`config.mk`:
```
export PLATFORM = sky130hd
export DESIGN_NAME = pp_restart_seq
export DESIGN_NICKNAME = d
export VERILOG_FILES = /design/src/rtl/prs_pkg.sv /design/src/rtl/prs_sync2.sv /design/src/rtl/prs_cycle_cnt.sv /design/src/rtl/prs_step_ramp.sv /design/src/rtl/pp_restart_seq.sv
export SDC_FILE = /design/constraint.sdc
export NUM_CORES = 1
export LEC_CHECK = 0
export ABC_CLOCK_PERIOD_IN_PS = 1850
export BUFFER_PORTS_ARGS = -buffer_cell sky130_fd_sc_hd__buf_4
export CORE_ASPECT_RATIO = 1.2
export CORE_MARGIN = 5
export CORE_UTILIZATION = 45
export DETAILED_ROUTE_END_ITERATION = 10
export GPL_ROUTABILITY_DRIVEN = 1
export GPL_TIMING_DRIVEN = 0
export PLACE_DENSITY = 0.73
export REMOVE_ABC_BUFFERS = 1
export SLEW_MARGIN = 20
export SYNTH_ARGS = -nofsm -noshare
export SYNTH_HDL_FRONTEND = slang
export SYNTH_SLANG_ARGS = --single-unit
```
`constraint.sdc`:
```
create_clock -name clk -period 1.85 [get_ports clk]
set_clock_uncertainty 0.1 [all_clocks]
set_input_delay 0.4625 -clock clk [delete_from_list [all_inputs] [get_ports clk]]
set_output_delay 0.4625 -clock clk [all_outputs]
set_load 0.005 [all_outputs]
```
`src/rtl/prs_pkg.sv`:
```
`timescale 1ns/1ps
package prs_pkg;

  typedef enum logic [2:0] {
    ST_OFF  = 3'd0,
    ST_HOLD = 3'd1,
    ST_LEAD = 3'd2,
    ST_RAMP = 3'd3,
    ST_RUN  = 3'd4
  } prs_state_e;

endpackage

```
`src/rtl/prs_sync2.sv`:
```
`timescale 1ns/1ps
module prs_sync2 (
  input  logic clk,
  input  logic rst_n,
  input  logic async_i,
  output logic sync_o
);

  logic meta_q;
  logic stab_q;

  always_ff @(posedge clk or negedge rst_n) begin
    if (!rst_n) begin
      meta_q <= 1'b0;
      stab_q <= 1'b0;
    end else begin
      meta_q <= async_i;
      stab_q <= meta_q;
    end
  end

  assign sync_o = stab_q;

endmodule

```
`src/rtl/prs_cycle_cnt.sv`:
```
`timescale 1ns/1ps
module prs_cycle_cnt #(
  parameter int W = 6
) (
  input  logic         clk,
  input  logic         rst_n,
  input  logic         clr_i,
  input  logic         inc_i,
  output logic [W-1:0] count_o
);

  localparam logic [W-1:0] TOP = {W{1'b1}};

  logic [W-1:0] cnt_q;
  logic [W-1:0] cnt_d;
  logic         cnt_en;

  always_comb begin
    cnt_en = clr_i || (inc_i && (cnt_q != TOP));
    cnt_d  = clr_i ? '0 : cnt_q + 1'b1;
  end

  always_ff @(posedge clk or negedge rst_n) begin
    if (!rst_n) begin
      cnt_q <= '0;
    end else if (cnt_en) begin
      cnt_q <= cnt_d;
    end
  end

  assign count_o = cnt_q;

endmodule

```
`src/rtl/prs_step_ramp.sv`:
```
`timescale 1ns/1ps
module prs_step_ramp #(
  parameter int STEPS = 7,
  parameter int W     = 3
) (
  input  logic         clk,
  input  logic         rst_n,
  input  logic         clr_i,
  input  logic         load_i,
  input  logic         inc_i,
  output logic [W-1:0] step_o,
  output logic         top_o
);

  localparam logic [W-1:0] LAST  = W'(STEPS);
  localparam logic [W-1:0] FIRST = W'(1);

  logic [W-1:0] step_q;
  logic [W-1:0] step_d;
  logic         step_en;

  always_comb begin
    step_d  = step_q;
    step_en = 1'b0;
    if (clr_i) begin
      step_d  = '0;
      step_en = 1'b1;
    end else if (load_i) begin
      step_d  = FIRST;
      step_en = 1'b1;
    end else if (inc_i && (step_q != LAST)) begin
      step_d  = step_q + 1'b1;
      step_en = 1'b1;
    end
  end

  always_ff @(posedge clk or negedge rst_n) begin
    if (!rst_n) begin
      step_q <= '0;
    end else if (step_en) begin
      step_q <= step_d;
    end
  end

  assign step_o = step_q;
  assign top_o  = (step_q == LAST);

endmodule

```
`src/rtl/pp_restart_seq.sv`:
```
`timescale 1ns/1ps
module pp_restart_seq #(
  parameter int  HOLD_CYC   = 56,
  parameter int  LEAD_CYC   = 1,
  parameter int  RAMP_STEPS = 7,
  localparam int STEP_W     = $clog2(RAMP_STEPS + 1)
) (
  input  logic              clk,
  input  logic              rst_n,
  input  logic              cyc_tick_i,
  input  logic              supply_ok_i,
  input  logic              ovc_i,
  output logic              out_en_o,
  output logic              sync_en_o,
  output logic [STEP_W-1:0] duty_step_o
);

  import prs_pkg::*;

  localparam int CNT_MAX = (HOLD_CYC > LEAD_CYC) ? HOLD_CYC : LEAD_CYC;
  localparam int CNT_W   = $clog2(CNT_MAX + 1);
  localparam logic [CNT_W-1:0] HOLD_LAST = CNT_W'(HOLD_CYC - 1);
  localparam logic [CNT_W-1:0] LEAD_LAST = CNT_W'(LEAD_CYC - 1);

  prs_state_e        state_q;
  prs_state_e        state_d;
  logic              ovc_s;
  logic [CNT_W-1:0]  cyc_cnt;
  logic              cnt_clr;
  logic [STEP_W-1:0] ramp_step;
  logic              ramp_top;
  logic              ramp_clr;
  logic              ramp_load;
  logic              ramp_inc;
  logic              lead_on;
  logic              drive_on;

  // overcurrent enters the sequencing through a two-flop synchronizer
  prs_sync2 u_ovc_sync (
    .clk     (clk),
    .rst_n   (rst_n),
    .async_i (ovc_i),
    .sync_o  (ovc_s)
  );

  // next-state logic: supply loss outranks fault, fault outranks progress
  always_comb begin
    state_d = state_q;
    if (!supply_ok_i) begin
      state_d = ST_OFF;
    end else if (ovc_s) begin
      state_d = ST_HOLD;
    end else begin
      unique case (state_q)
        ST_OFF:  state_d = ST_HOLD;
        ST_HOLD: if (cyc_tick_i && (cyc_cnt == HOLD_LAST)) state_d = ST_LEAD;
        ST_LEAD: if (cyc_tick_i && (cyc_cnt == LEAD_LAST)) state_d = ST_RAMP;
        ST_RAMP: if (cyc_tick_i && ramp_top) state_d = ST_RUN;
        ST_RUN:  state_d = ST_RUN;
        default: state_d = ST_OFF;
      endcase
    end
  end

  always_ff @(posedge clk or negedge rst_n) begin
    if (!rst_n) begin
      state_q <= ST_OFF;
    end else begin
      state_q <= state_d;
    end
  end

  // shared strobe counter for hold-off and lead-in; restarts on every
  // state change and is held at zero while a fault or supply loss persists
  always_comb begin
    cnt_clr = (state_d != state_q) || ovc_s || !supply_ok_i;
  end

  prs_cycle_cnt #(.W(CNT_W)) u_cyc_cnt (
    .clk     (clk),
    .rst_n   (rst_n),
    .clr_i   (cnt_clr),
    .inc_i   (cyc_tick_i),
    .count_o (cyc_cnt)
  );

  // soft-start step index
  always_comb begin
    ramp_clr  = (state_d == ST_OFF) || (state_d == ST_HOLD) ||
                (state_d == ST_LEAD);
    ramp_load = (state_d == ST_RAMP) && (state_q != ST_RAMP);
    ramp_inc  = (state_q == ST_RAMP) && cyc_tick_i;
  end

  prs_step_ramp #(.STEPS(RAMP_STEPS), .W(STEP_W)) u_ramp (
    .clk    (clk),
    .rst_n  (rst_n),
    .clr_i  (ramp_clr),
    .load_i (ramp_load),
    .inc_i  (ramp_inc),
    .step_o (ramp_step),
    .top_o  (ramp_top)
  );

  // outputs: state-derived permission, cut combinationally by the raw
  // fault and supply inputs so shutdown needs no clock edge
  always_comb begin
    lead_on  = (state_q == ST_LEAD) || (state_q == ST_RAMP) ||
               (state_q == ST_RUN);
    drive_on = (state_q == ST_RAMP) || (state_q == ST_RUN);
    sync_en_o = lead_on && supply_ok_i && !ovc_i;
    out_en_o  = drive_on && supply_ok_i && !ovc_i;
    if (state_q == ST_RUN) begin
      duty_step_o = STEP_W'(RAMP_STEPS);
    end else if (state_q == ST_RAMP) begin
      duty_step_o = ramp_step;
    end else begin
      duty_step_o = '0;
    end
  end

endmodule

```
==> results by group <==
Cells and area
  • Antenna cells: 0
  • Area Overhead vs Synth: 26.19%
  • Share of layout cells above drive strength 1: 35.90%
  • # fillers: 167
  • Most frequent cells in the layout: 17 x buf_4, 12 x nand2_1, 10 x dfrtp_1
  • Final non-filler cell total: 137
  • Post-route cell area: 1164 µm²
  • Most common cell after layout, fill and taps aside: buf_4
  • Layout Nets: 128

Die
  • Std-Cell Rows: 18
  • IO Count: 10
  • Total die area: 3058 µm²
  • Die W: 51.33 µm
  • Die height: 59.59 µm
  • CORE AREA: 2004 µm²
  • Initial core utilization: 46.00%

Placement
  • Area of placed instances: 992.2 µm²
  • GP Congestion: 0.8229
  • Buffers added on ports: 9
  • Placed cells: 125
  • HPWL Detailed: 1396 µm

Min path
  • Hold depth: 1
  • Worst Hold Path EP: u_ovc_sync.meta_q
  • Hold path start: ovc_i
  • Worst min path class: input pin to register

Critical path
  • CP Class: register to primary output
  • FF-to-FF Start: state_q[2]
  • R2r worst-path depth: 6
  • Worst setup SP type: register
  • WP data required: 1290 ps
  • Crit end category: primary output
  • R2R Path End: u_cyc_cnt.count_o[3]
  • Slack of the worst reg-to-reg path: 20 ps
  • Worst Path Arrival: 1280 ps
  • CP max FO: 5

Global route
  • Global-route wire length before repair: 3560 µm
  • Initial antenna violation count: 0
  • Pin count of the biggest net entering global routing: 15
  • All-Layer GR Usage: 15.87%
  • Vias in the first global route: 806
  • Grt total ovfl: 0

Synth
  • Synth cell types: 33
  • Netlist Area Pre-Place: 922.1 µm²
  • Mapped Avg Cell Area: 9.221 µm²
  • Ranking of synthesized cells by area: dfrtp_1 38%, ha_1 5.4%, nand2_1 5.3%
  • Syn Inst Count: 100
  • Post-synthesis sequential area ratio: 37.99%
  • Area leader, netlist: dfrtp_1
  • Number of synthesized register bits: 14
  • Yosys top cell area share: 37.99%
  • Yosys warning count: 0

STA
  • RSZ-0062 raised after global routing: true
  • Final max-slew violation count: 0
  • Max Freq: 0.5435 GHz
  • Setup TNS: 0 ps
  • Worst slew margin: 72.54%
  • Final hold violation count: 0
  • Worst-Margin Slew: 411.9 ps
  • Final worst path period share: 99.46%
  • Final min period: 1840 ps
  • Final setup viols: 0

Routing
  • Antenna Violating Nets Remaining: 0
  • DRT iter0 DRCs: 16
  • Vias after detailed routing: 819
  • Via density: 5.978
  • Pre-Repair DR Iteration Count: 4
  • DRC viols: 0
  • WL/cell: 15.21 µm
  • Drt total wl: 2084 µm

Job
  • Max_cap viols: 0

CTS
  • CTS Buffer Depth: 2
  • CTS tree: done
  • Clock Sinks: 14
  • Clock-pin slew on the worst setup and hold paths: 80 ps
  • Clk_lat worst skew: 280 ps
  • CTS root buf: clkbuf_4
  • Total number of H-tree levels: 1
  • Cts bufs inserted: 3

Power
  • Leak: 0.4868 nW
  • Worst vdd ir: 0.0003486 V
  • Total power: 0.0005423 W
  • Power per Cell Area: 466.0 nW/µm²

Status
  • Status: complete, no violations
[logic make-up after synthesis]
| family | after synthesis | share of synthesized area (%) |
|---|---|---|
| buffers and inverters | 9 | 4.478 |
| XOR/XNOR | 2 | 1.900 |
| adder cells (fa/ha/maj) | 4 | 5.428 |
| multiplexers | 3 | 3.257 |
| AO/OA/AOI/OAI | 21 | 17.77 |
| flip-flops | 14 | 37.99 |
| AND/OR/NAND/NOR | 47 | 29.17 |
[stage by stage]
step	util, %	hold slack (ps)	setup slack [ps]
after floorplan	-	66.91	76.94
after global placement	49.50	222.9	-82.19
after detailed placement	49.50	223.7	-113.5
after CTS	56.30	189.0	1.975
after global routing	58.05	183.0	-54.21
final	58.05	192.2	10.00
[power by group]
group / internal, W / leakage [nW] / switching, W / total, W
logic: 0.0000225 / 0.291 / 0.0000320 / 0.0000545
clock network: 0.0000757 / 0.0138 / 0.0000971 / 0.000173
registers: 0.000310 / 0.182 / 0.00000452 / 0.000315
total: 0.000409 / 0.487 / 0.000134 / 0.000542
[area by class of cell]
class / count / area, µm² / share of cell area [%]
Inverter: 5 / 18.77 / 1.613
Clock buffer: 3 / 22.52 / 1.935
Tap cell: 20 / 25.02 / 2.151
Timing Repair Buffer: 18 / 137.6 / 11.83
Sequential cell: 14 / 355.3 / 30.54
Multi-Input combinational cell: 77 / 604.3 / 51.94
[critical path, cell delays in order (launching register included)]
cell and delay, ps:
dfrtp_2 450, and3b_2 290, nand2_1 80, nand2_1 70, buf_4 100
[sequential cells by signal, indices dropped and copies added, names as in the netlist]
signal and flops:
state_q 3, u_ramp.step_o 3, u_ovc_sync.meta_q 1, u_ovc_sync.sync_o 1, u_cyc_cnt.count_o 6
[how the worst max path moves through the flow]
stage                           end  slack, ps                  from
6_report             duty_step_o[1]         10            state_q[2]
3_3_place_gp   u_cyc_cnt.count_o[0]        -80      u_ramp.step_o[0]
3_5_place_dp   u_cyc_cnt.count_o[5]       -110      u_ramp.step_o[0]
2_1_floorplan      u_ramp.step_o[0]         80      u_ramp.step_o[0]
5_1_grt        u_cyc_cnt.count_o[1]        -50            state_q[2]
4_1_cts        u_cyc_cnt.count_o[5]          2  u_cyc_cnt.count_o[2]
[timing repair]
item | 4_1_cts | 5_1_grt
pin swaps | 2 | 4
hold buffers | 1 | 0
endpoints found under the setup margin | 12 | 11
buffers inserted | 7 | 1
gates resized for setup | 13 | 5
endpoints found under the hold margin | 14 | 0
[synthesized netlist by cell type]
cell type and count:
dfrtp_1 14, nand2_1 13, nor2_1 7, a21oi_1 6, inv_1 5, nand3_1 5, nor3_1 5, o21ai_0 5
ha_1 4, nand2b_1 4, buf_2 3, mux2i_1 3, a31oi_1 2, and3b_1 2, and4_1 2, nor4_2 2
xnor2_1 2, a21oi_4 1, a221oi_2 1, a311oi_2 1, and2_1 1, buf_4 1, nand3b_1 1, nand4_1 1
nand4_2 1, nand4b_1 1, o211ai_2 1, o21a_1 1, o21bai_1 1, o31ai_2 1, o32a_1 1, or3_1 1
or3_4 1
[routing by layer]
layer | routed length [µm] | GRT usage [%] | vias up
met5 | 0 | 0 | -
met4 | 47 | 10.11 | 0
met3 | 82 | 1.763 | 4
met1 | 851 | 17.45 | 403
met2 | 1103 | 28.73 | 18
li1 | - | - | 394
Power figures use the tool's default switching activity.
